## src/rtl/sha2r_pkg.sv

```systemverilog
// Package sha2r_pkg: shared word and state types, the SHA-512 round
// primitive functions, and the lane unpack/pack helpers.
// Assumes 64-bit words; the rotate amounts are fixed for that width.
package sha2r_pkg;
    localparam int WORD_W  = 64;
    localparam int LANES   = 4;
    localparam int OPND_W  = LANES * WORD_W;

    typedef logic [WORD_W-1:0] word_t;

    typedef struct packed {
        word_t a, b, c, d, e, f, g, h;
    } wstate_t;

    function automatic word_t rotr(input word_t x, input int n);
        return (x >> n) | (x << (WORD_W - n));
    endfunction

    function automatic word_t bsig0(input word_t x);
        return rotr(x, 28) ^ rotr(x, 34) ^ rotr(x, 39);
    endfunction

    function automatic word_t bsig1(input word_t x);
        return rotr(x, 14) ^ rotr(x, 18) ^ rotr(x, 41);
    endfunction

    function automatic word_t choose(input word_t e, input word_t f, input word_t g);
        return (e & f) ^ (~e & g);
    endfunction

    function automatic word_t major(input word_t a, input word_t b, input word_t c);
        return (a & b) ^ (a & c) ^ (b & c);
    endfunction

    // Lane k occupies bits 64k+63:64k; lane 3 is A/C, lane 0 is F/H.
    function automatic wstate_t unpack(input logic [OPND_W-1:0] abef,
                                       input logic [OPND_W-1:0] cdgh);
        wstate_t s;
        s.a = abef[3*WORD_W +: WORD_W];
        s.b = abef[2*WORD_W +: WORD_W];
        s.e = abef[1*WORD_W +: WORD_W];
        s.f = abef[0*WORD_W +: WORD_W];
        s.c = cdgh[3*WORD_W +: WORD_W];
        s.d = cdgh[2*WORD_W +: WORD_W];
        s.g = cdgh[1*WORD_W +: WORD_W];
        s.h = cdgh[0*WORD_W +: WORD_W];
        return s;
    endfunction

    function automatic logic [OPND_W-1:0] pack(input wstate_t s);
        return {s.a, s.b, s.e, s.f};
    endfunction
endpackage

```

## src/rtl/sha2r_round.sv

```systemverilog
// Module sha2r_round: one combinational SHA-512 compression round.
// Assumes the caller supplies the word-plus-constant value for this round.
module sha2r_round
    import sha2r_pkg::*;
(
    input  wstate_t cur,
    input  word_t   wk,
    output wstate_t nxt
);
    word_t t1;

    // Compute the shared term, the two new variables and the shifts.
    always_comb begin
        t1    = choose(cur.e, cur.f, cur.g) + bsig1(cur.e) + wk + cur.h;
        nxt.a = t1 + major(cur.a, cur.b, cur.c) + bsig0(cur.a);
        nxt.b = cur.a;
        nxt.c = cur.b;
        nxt.d = cur.c;
        nxt.e = cur.d + t1;
        nxt.f = cur.e;
        nxt.g = cur.f;
        nxt.h = cur.g;
    end
endmodule

```

## src/rtl/sha2r_seq.sv

```systemverilog
// Module sha2r_seq: round sequencer. Accepts start only when idle, counts
// the remaining rounds and pulses done as the last round is written.
// Assumes ROUNDS >= 2.
module sha2r_seq #(
    parameter int ROUNDS = 2,
    localparam int CW    = $clog2(ROUNDS + 1)
) (
    input  logic          clk,
    input  logic          rst_n,
    input  logic          start,
    output logic          accept,
    output logic          busy,
    output logic [CW-1:0] ridx,
    output logic          done
);
    logic [CW-1:0] rem_q;

    assign busy   = (rem_q != '0);
    assign accept = start && !busy;
    // Round index: 0 on the accept edge, then counts up with each round.
    assign ridx   = accept ? '0 : CW'(ROUNDS) - rem_q;

    // Load the round count on accept and count it down while busy.
    always_ff @(posedge clk) begin
        if (!rst_n)       rem_q <= '0;
        else if (accept)  rem_q <= CW'(ROUNDS - 1);
        else if (busy)    rem_q <= rem_q - 1'b1;
    end

    // Pulse done on the edge that writes the final round.
    always_ff @(posedge clk) begin
        if (!rst_n) done <= 1'b0;
        else        done <= (rem_q == CW'(1));
    end
endmodule

```

## src/rtl/sha2r_step.sv

```systemverilog
// Module sha2r_step: two SHA-512 rounds per request, one round per clock.
// Unpacks A,B,E,F and C,D,G,H from fixed lanes, captures both WK words,
// and presents the packed new A,B,E,F, held until the next request.
module sha2r_step
    import sha2r_pkg::*;
#(
    parameter int ROUNDS = 2,
    localparam int WK_W  = ROUNDS * WORD_W,
    localparam int CW    = $clog2(ROUNDS + 1)
) (
    input  logic              clk,
    input  logic              rst_n,
    input  logic              start,
    input  logic [OPND_W-1:0] abef_in,
    input  logic [OPND_W-1:0] cdgh_in,
    input  logic [WK_W-1:0]   wk_in,
    output logic              done,
    output logic [OPND_W-1:0] result
);
    logic          accept, busy;
    logic [CW-1:0] ridx;
    logic [WK_W-1:0] wk_q;
    wstate_t       st_q, rnd_in, rnd_out;
    word_t         wk_sel;

    sha2r_seq #(.ROUNDS(ROUNDS)) u_seq (
        .clk(clk), .rst_n(rst_n), .start(start),
        .accept(accept), .busy(busy), .ridx(ridx), .done(done)
    );

    // Pick the round input: fresh operands on accept, else the held state.
    always_comb begin
        rnd_in = accept ? unpack(abef_in, cdgh_in) : st_q;
        wk_sel = accept ? wk_in[WORD_W-1:0] : wk_q[int'(ridx)*WORD_W +: WORD_W];
    end

    sha2r_round u_round (.cur(rnd_in), .wk(wk_sel), .nxt(rnd_out));

    // Capture the WK words so later input changes cannot reach the step.
    always_ff @(posedge clk) begin
        if (!rst_n)      wk_q <= '0;
        else if (accept) wk_q <= wk_in;
    end

    // Write the working state once per round; hold it otherwise.
    always_ff @(posedge clk) begin
        if (!rst_n)              st_q <= '0;
        else if (accept || busy) st_q <= rnd_out;
    end

    assign result = pack(st_q);
endmodule

```

## config.mk

```make
export PLATFORM = sky130hd
export DESIGN_NAME = sha2r_step
export DESIGN_NICKNAME = d
export VERILOG_FILES = /design/src/rtl/sha2r_pkg.sv /design/src/rtl/sha2r_round.sv /design/src/rtl/sha2r_seq.sv /design/src/rtl/sha2r_step.sv
export SDC_FILE = /design/constraint.sdc
export NUM_CORES = 2
export LEC_CHECK = 0
export BUFFER_PORTS_ARGS = -buffer_cell sky130_fd_sc_hd__buf_2
export CAP_MARGIN = 20
export CORE_AREA = 3 3 350 352
export DETAILED_ROUTE_END_ITERATION = 6
export DIE_AREA = 0 0 353 355
export GPL_TIMING_DRIVEN = 0
export PLACE_DENSITY = 0.7
export SLEW_MARGIN = 20
export SYNTH_ARGS = -nofsm -noshare
export SYNTH_HDL_FRONTEND = slang
export SYNTH_SLANG_ARGS = --single-unit
```

## constraint.sdc

```tcl
create_clock -name clk -period 11.2 [get_ports clk]
set_input_delay 0.56 -clock clk [delete_from_list [all_inputs] [get_ports clk]]
set_output_delay 0.56 -clock clk [all_outputs]
set_load 0.02 [all_outputs]
```

### Word-level counts from Yosys, hierarchy flattened

Index checks and enable logic that the tools add are counted.
W data, S select, Z words.

| operators by class | value |
|---|---|
| add/sub/neg operators | 8 |
| $mul | 0 |
| div/mod/pow operators | 0 |
| order comparisons | 0 |
| eq/ne operators | 1 |
| shifts and indexed selects | 1 |
| multiplexer cells | 5 |
| bitwise gates (word level) | 20 |
| reductions and logical operators | 6 |

Operators by type and width:

| kind | number |
|---|---|
| $mux W512 | 1 |
| $xor A64 B64 Y64 | 7 |
| $add A64 B64 Y64 | 6 |
| $and A64 B64 Y64 | 5 |
| $shiftx A128 B9 Y64 | 1 |
| $mux W64 | 1 |
| $not A64 Y64 | 1 |
| $or A23 B64 Y64 | 1 |
| $or A25 B64 Y64 | 1 |
| $or A30 B64 Y64 | 1 |
| $or A36 B64 Y64 | 1 |
| $or A46 B64 Y64 | 1 |
| $or A50 B64 Y64 | 1 |
| $reduce_bool A2 Y1 | 2 |
| $eq A2 B1 Y1 const B | 1 |
| $mux W1 | 2 |
| $mux W2 | 1 |
| $reduce_or A2 Y1 | 1 |
| $sub A2 B1 Y2 const B | 1 |
| $sub A2 B2 Y2 const A | 1 |
| $logic_and A1 B1 Y1 | 1 |
| $logic_not A1 Y1 | 1 |
| $logic_or A1 B1 Y1 | 1 |
| $not A1 Y1 | 1 |

| word-level totals | value |
|---|---|
| register bits after elaboration | 643 |
| bits in latches | 0 |
| bits in writable memories | 0 |
| ROM bits | 0 |
| bits of input ports | 643 |
| output and inout port bits | 257 |
| logic and storage cells | 53 |
| memories | 0 |

### Longest topological paths before layout

| logic depth | value |
|---|---|
| depth after elaboration | 12 |
| depth in mapped cells | 43 |
| mapped depth without buffers | 36 |

### By module

From an unflattened synthesis, not the netlist that was laid out.

| second synthesis, totals | value |
|---|---|
| cell total of the unflattened synthesis | 6,785 |
| area, all modules | 57,516.4 um2 |

By module, submodules not included:

| module | times used | cells each | area each (um2) | sequential area each (um2) |
|---|---|---|---|---|
| sha2r_step | 1 | 3,784 | 34,729.6 | 12,812.3 |
| sha2r_round | 1 | 2,984 | 22,624.2 | 0.0 |
| sha2r_seq | 1 | 17 | 162.7 | 60.1 |

### Worst setup path before layout

OpenSTA, ideal clock, no wires.

| path | value |
|---|---|
| path type | register to register |
| start point | reg u_seq.rem_q[0] |
| end point | reg st_q, in the netlist result[239] |
| library setup time | 0.115 ns |
| arrival time | 8.927 ns |
| required time | 11.085 ns |
| slack | 2.158 ns |
| cell stages (with the launch flop) | 40 |
| path buffers | 8 |
| period minus slack after synthesis | 9.042 ns |
| cell sequence | dfxtp_1 > clkbuf_1 > clkbuf_1 > inv_1 > ha_1 > and2_1 > clkbuf_1 > clkbuf_1 > buf_2 > clkbuf_1 > clkbuf_1 > clkbuf_1 > nand2_1 > nand2_1 > fa_1 > fa_1 > ha_1 > inv_1 > [4 not listed] > o2111ai_1 > a31oi_1 > a31oi_1 > o21ai_0 > xor2_1 > fa_1 > ha_1 > a21o_1 > a21o_1 > a21oi_1 > o211ai_1 > a221o_1 > a221o_1 > a31o_2 > a21oi_1 > xor2_1 > o21ai_0 > and2_1 |

| on the way | value |
|---|---|
| cells in the longest elaborated chain, start to end | 12 |
| elaborated cells on any way between the ends | 33 |
| those cells by class | add/sub: 6; shift: 1; mux: 3; bitwise: 19; reduce/logical: 4 |

Ends and longest elaborated chain:

| item | RTL line | RTL |
|---|---|---|
| from (decl) | sha2r_seq.sv:16 | `logic [CW-1:0] rem_q;` |
| from (signal assigned) | sha2r_seq.sv:26 | `else if (accept) rem_q <= CW'(ROUNDS - 1);` |
| from (signal assigned) | sha2r_seq.sv:27 | `else if (busy) rem_q <= rem_q - 1'b1;` |
| $reduce_bool A2 Y1 | sha2r_seq.sv:18 | `assign busy = (rem_q != '0);` |
| $logic_not A1 Y1 | sha2r_seq.sv:19 | `assign accept = start && !busy;` |
| $logic_and A1 B1 Y1 | sha2r_seq.sv:19 |  |
| $mux W512 | sha2r_step.sv:33 | `rnd_in = accept ? unpack(abef_in, cdgh_in) : st_q;` |
| $or A50 B64 Y64, or another cell as far along | sha2r_pkg.sv:16 | `return (x >> n) \| (x << (WORD_W - n));` |
| $xor A64 B64 Y64 or $and A64 B64 Y64 (tied branches) | sha2r_pkg.sv:24, sha2r_pkg.sv:28 |  |
| $xor A64 B64 Y64, on equally long branches | sha2r_pkg.sv:24, sha2r_pkg.sv:28 |  |
| $add A64 B64 Y64 (3 in a row) | sha2r_round.sv:14 | `t1 = choose(cur.e, cur.f, cur.g) + bsig1(cur.e) + wk + cur.h;` |
| $add A64 B64 Y64 (2 in a row) | sha2r_round.sv:15 | `nxt.a = t1 + major(cur.a, cur.b, cur.c) + bsig0(cur.a);` |
| to (signal assigned) | sha2r_step.sv:48 | `else if (accept \|\| busy) st_q <= rnd_out;` |
| to (decl) | sha2r_step.sv:23 | `wstate_t st_q, rnd_in, rnd_out;` |

Several ways; a longest one is shown, not always the timed one.
A chain may end at the register's enable or synchronous reset.

### Worst setup path in the final report

| path | value |
|---|---|
| start point | reg u_seq.rem_q[0] |
| end point | reg st_q, in the netlist result[255] |

The elaborated chain is that of the path after synthesis.

==> results.sh <==
export IMPL_outcome="finished, violations left"
export IMPL_violations="design-rule violations"
export IMPL_antenna_found_initial=34
export IMPL_num_fill_cells=11570
export IMPL_cts_buffer_depth=3
export IMPL_r2r_slack_ns=0.08
export IMPL_synth_area_um2=55710
export IMPL_routed_wl_mm=335.4
export IMPL_syn_nets=8008
export IMPL_first_global_vias=56470
export IMPL_endpoint_kind="register"
export IMPL_synth_seq_cells=643
export IMPL_hold_violations=0
export IMPL_crit_type="register to register"
export IMPL_synth_edf_count=0
export IMPL_multiInputGateArea_um2=38230
export IMPL_area_growth_syn_to_layout_pct=18.02
export IMPL_slew_headroom=0.1423
export IMPL_cts_tree="yes"
export IMPL_htreeDepth=3
export IMPL_final_cell_mix="1400 x nand2_1, 840 x buf_2, 643 x dfxtp_1"
export IMPL_period_share=0.9926
export IMPL_grt_start_max_net_pins=14
export IMPL_postCtsHoldBufs=0
export IMPL_yosysSeqAreaShare=0.2311
export IMPL_critPathBufInv=8
export IMPL_fin_hold_ws_ns=0.1080
export IMPL_start_util=0.4656
export IMPL_fin_nets=8934
export IMPL_final_common_cell="nand2_1"
export IMPL_worstMarginPinSlew_ns=1.251
export IMPL_ant_nets=0
export IMPL_drt_iter0_markers=7976
export IMPL_clk_pin_slew_ns=0.07
export IMPL_drive_gt1_frac=0.1811
export IMPL_num_rows=127
export IMPL_yosysUniqueCellTypes=76
export IMPL_cp_arrival_ns=11.66
export IMPL_grt_usage=0.5126
export IMPL_cp_max_fo=13
export IMPL_grt_overflow_total=0
export IMPL_synthFlopType="dfxtp_1"
export IMPL_cts_buffers=80
export IMPL_io_buffers=821
export IMPL_hold_path_class="primary input to register"
export IMPL_cp_slowest_stage_delay_ns=0.76
export IMPL_clock_latency_ns=0.70
export IMPL_finalMaxSlewViolations=0
export IMPL_wl_per_cell_um=34.92
export IMPL_drv_cap=0
export IMPL_syn_area_per_cell_um2=7.978
export IMPL_crit_family="adder cells"
export IMPL_die_area_um2=125300
export IMPL_startpoint="u_seq.rem_q[0]$_SDFFE_PN0P_"
export IMPL_dr_pass1_iters=7
export IMPL_core_um2=119700
export IMPL_holdCritStartpoint="wk_in[118]"
export IMPL_num_io_pins=900
export IMPL_ctsRootBufferMaster="clkbuf_16"
export IMPL_startpoint_type="register"
export IMPL_fin_skew_ns=0.03933
export IMPL_finalSetupViolations=0
export IMPL_hpwl_mm=274.0
export IMPL_fmax_ghz=0.08995
export IMPL_r2r_start="u_seq.rem_q[0]$_SDFFE_PN0P_"
export IMPL_yosysWarnings=0
export IMPL_cp_data_required_time_ns=11.74
export IMPL_drc_errors=3
export IMPL_vias=59930
export IMPL_grt_first_pass_wirelength_mm=450.2
export IMPL_postSynth_asyncResetShare=0
export IMPL_cts_sinks=643
export IMPL_layout_min_cycle_time_ns=11.12
export IMPL_synthCells=6983
export IMPL_gp_congestion=1.089
export IMPL_die_x_um=353
export IMPL_viasPerCell=6.239
export IMPL_crit_path_top_delay_cell="xor2_1"
export IMPL_seq_area_um2=12870
export IMPL_die_height_um=355
## cell usage after synthesis, types with 8 or more instances
cell | instances | area share
nand2_1 | 1401 | 0.094
dfxtp_1 | 643 | 0.23
mux2i_1 | 532 | 0.096
clkbuf_1 | 444 | 0.030
o211a_1 | 402 | 0.072
xnor2_1 | 368 | 0.058
o21ai_0 | 349 | 0.031
a21oi_1 | 314 | 0.028
inv_1 | 269 | 0.018
buf_4 | 256 | 0.034
xor2_1 | 206 | 0.032
nor2_1 | 198 | 0.013
fa_1 | 191 | 0.069
ha_1 | 191 | 0.043
a21boi_0 | 153 | 0.021
a21o_1 | 123 | 0.017
buf_1 | 108 | 0.0073
nor2b_1 | 85 | 0.0095
a211oi_1 | 80 | 0.011
a31oi_1 | 80 | 0.0090
and2_1 | 72 | 0.0081
maj3_1 | 64 | 0.011
o21a_1 | 61 | 0.0082
nand3_1 | 60 | 0.0054
nor3_1 | 39 | 0.0035
o21bai_1 | 38 | 0.0051
nand2b_1 | 34 | 0.0038
nand4_1 | 34 | 0.0038
and3_1 | 21 | 0.0024
o211ai_1 | 17 | 0.0023
clkbuf_2 | 14 | 0.0013
o31ai_1 | 13 | 0.0018
buf_2 | 9 | 0.00081
o21ai_1 | 8 | 0.00072
## worst register-to-register path: cells and delay by family, from the launching register on
family                   cells  cell delay (ns)
AO/OA/AOI/OAI                8             1.93
XOR/XNOR                     3             1.11
buffers and inverters        8             1.98
AND/OR/NAND/NOR              7             2.10
flip-flops                   1             0.46
adder cells (fa/ha/maj)      6             2.61
multiplexers                 1             0.73
## cells by family (layout without fill, tap and decap cells)
kind of cell               count (synthesis)  count (layout)  share of synthesized area
AOI/OAI and AO/OA                       1707            1707                     0.2186
buffers and inverters                   1100            2086                    0.09188
muxes                                    538             538                    0.09680
adders and majority gates                446             446                     0.1230
DFF                                      643             643                     0.2311
and+or+nand+nor                         1975            1975                     0.1484
xor gates and xnor gates                 574             574                    0.09024
other                                      0              24                          0
## layout make-up
| cell class | count | share of cell area |
|---|---|---|
| Clock inverter | 27 | 0.005024 |
| Clock buffer | 115 | 0.03488 |
| Antenna cell | 24 | 0.0009134 |
| Tap cell | 1612 | 0.03068 |
| Sequential cell | 643 | 0.1958 |
| Timing Repair Buffer | 849 | 0.07024 |
| Inverter | 269 | 0.01541 |
| Multi-Input combinational cell | 5240 | 0.5815 |
| Buffer | 826 | 0.06556 |
## metal layers
layer  track usage  vias to the layer above  share of wire
li1              -                    25410              -
met1        0.6059                    28770           0.36
met2        0.7638                     4476           0.42
met3        0.1555                     1253           0.12
met4        0.4280                       12           0.10
met5             0                        -        0.00024
## worst paths after layout
path              depth (start not counted)                  endpoint
hold reg to reg                           2     wk_q[25]$_SDFFE_PN0N_
setup / recovery                         33  result[255]$_SDFFE_PN0P_
hold / removal                            3    wk_q[118]$_SDFFE_PN0N_
setup reg to reg                         33  result[255]$_SDFFE_PN0P_
## what timing repair did
item	4_1_cts	5_1_grt
gates resized for setup	81	62
cloned	0	0
setup endpoints to repair	95	44
pin swaps	2	4
buffers inserted	4	5
## through the flow
stage	cells	cell area (um^2)	utilization	TNS, ns	worst slack (ns)
after floorplan	6983	55710	-	0	2.158
after global placement	9416	61840	0.5168	-285.88	-4.771
after detailed placement	9433	62370	0.5213	-157.07	-3.500
after CTS	9576	65330	0.5460	0	0.01485
after global routing	9584	65700	0.5490	-0.009465	-0.009465
final	9605	65750	0.5495	0	0.08262
## registers in the layout, summed over array words and instances, names as in the netlist
signal and flops:
wk_q 128, u_seq.rem_q 2, st_q 256, result 256, u_seq.done 1
Power is left out: the tool's default activity adds up to more than one toggle a clock period on the data nets, which glitch-free logic cannot reach.
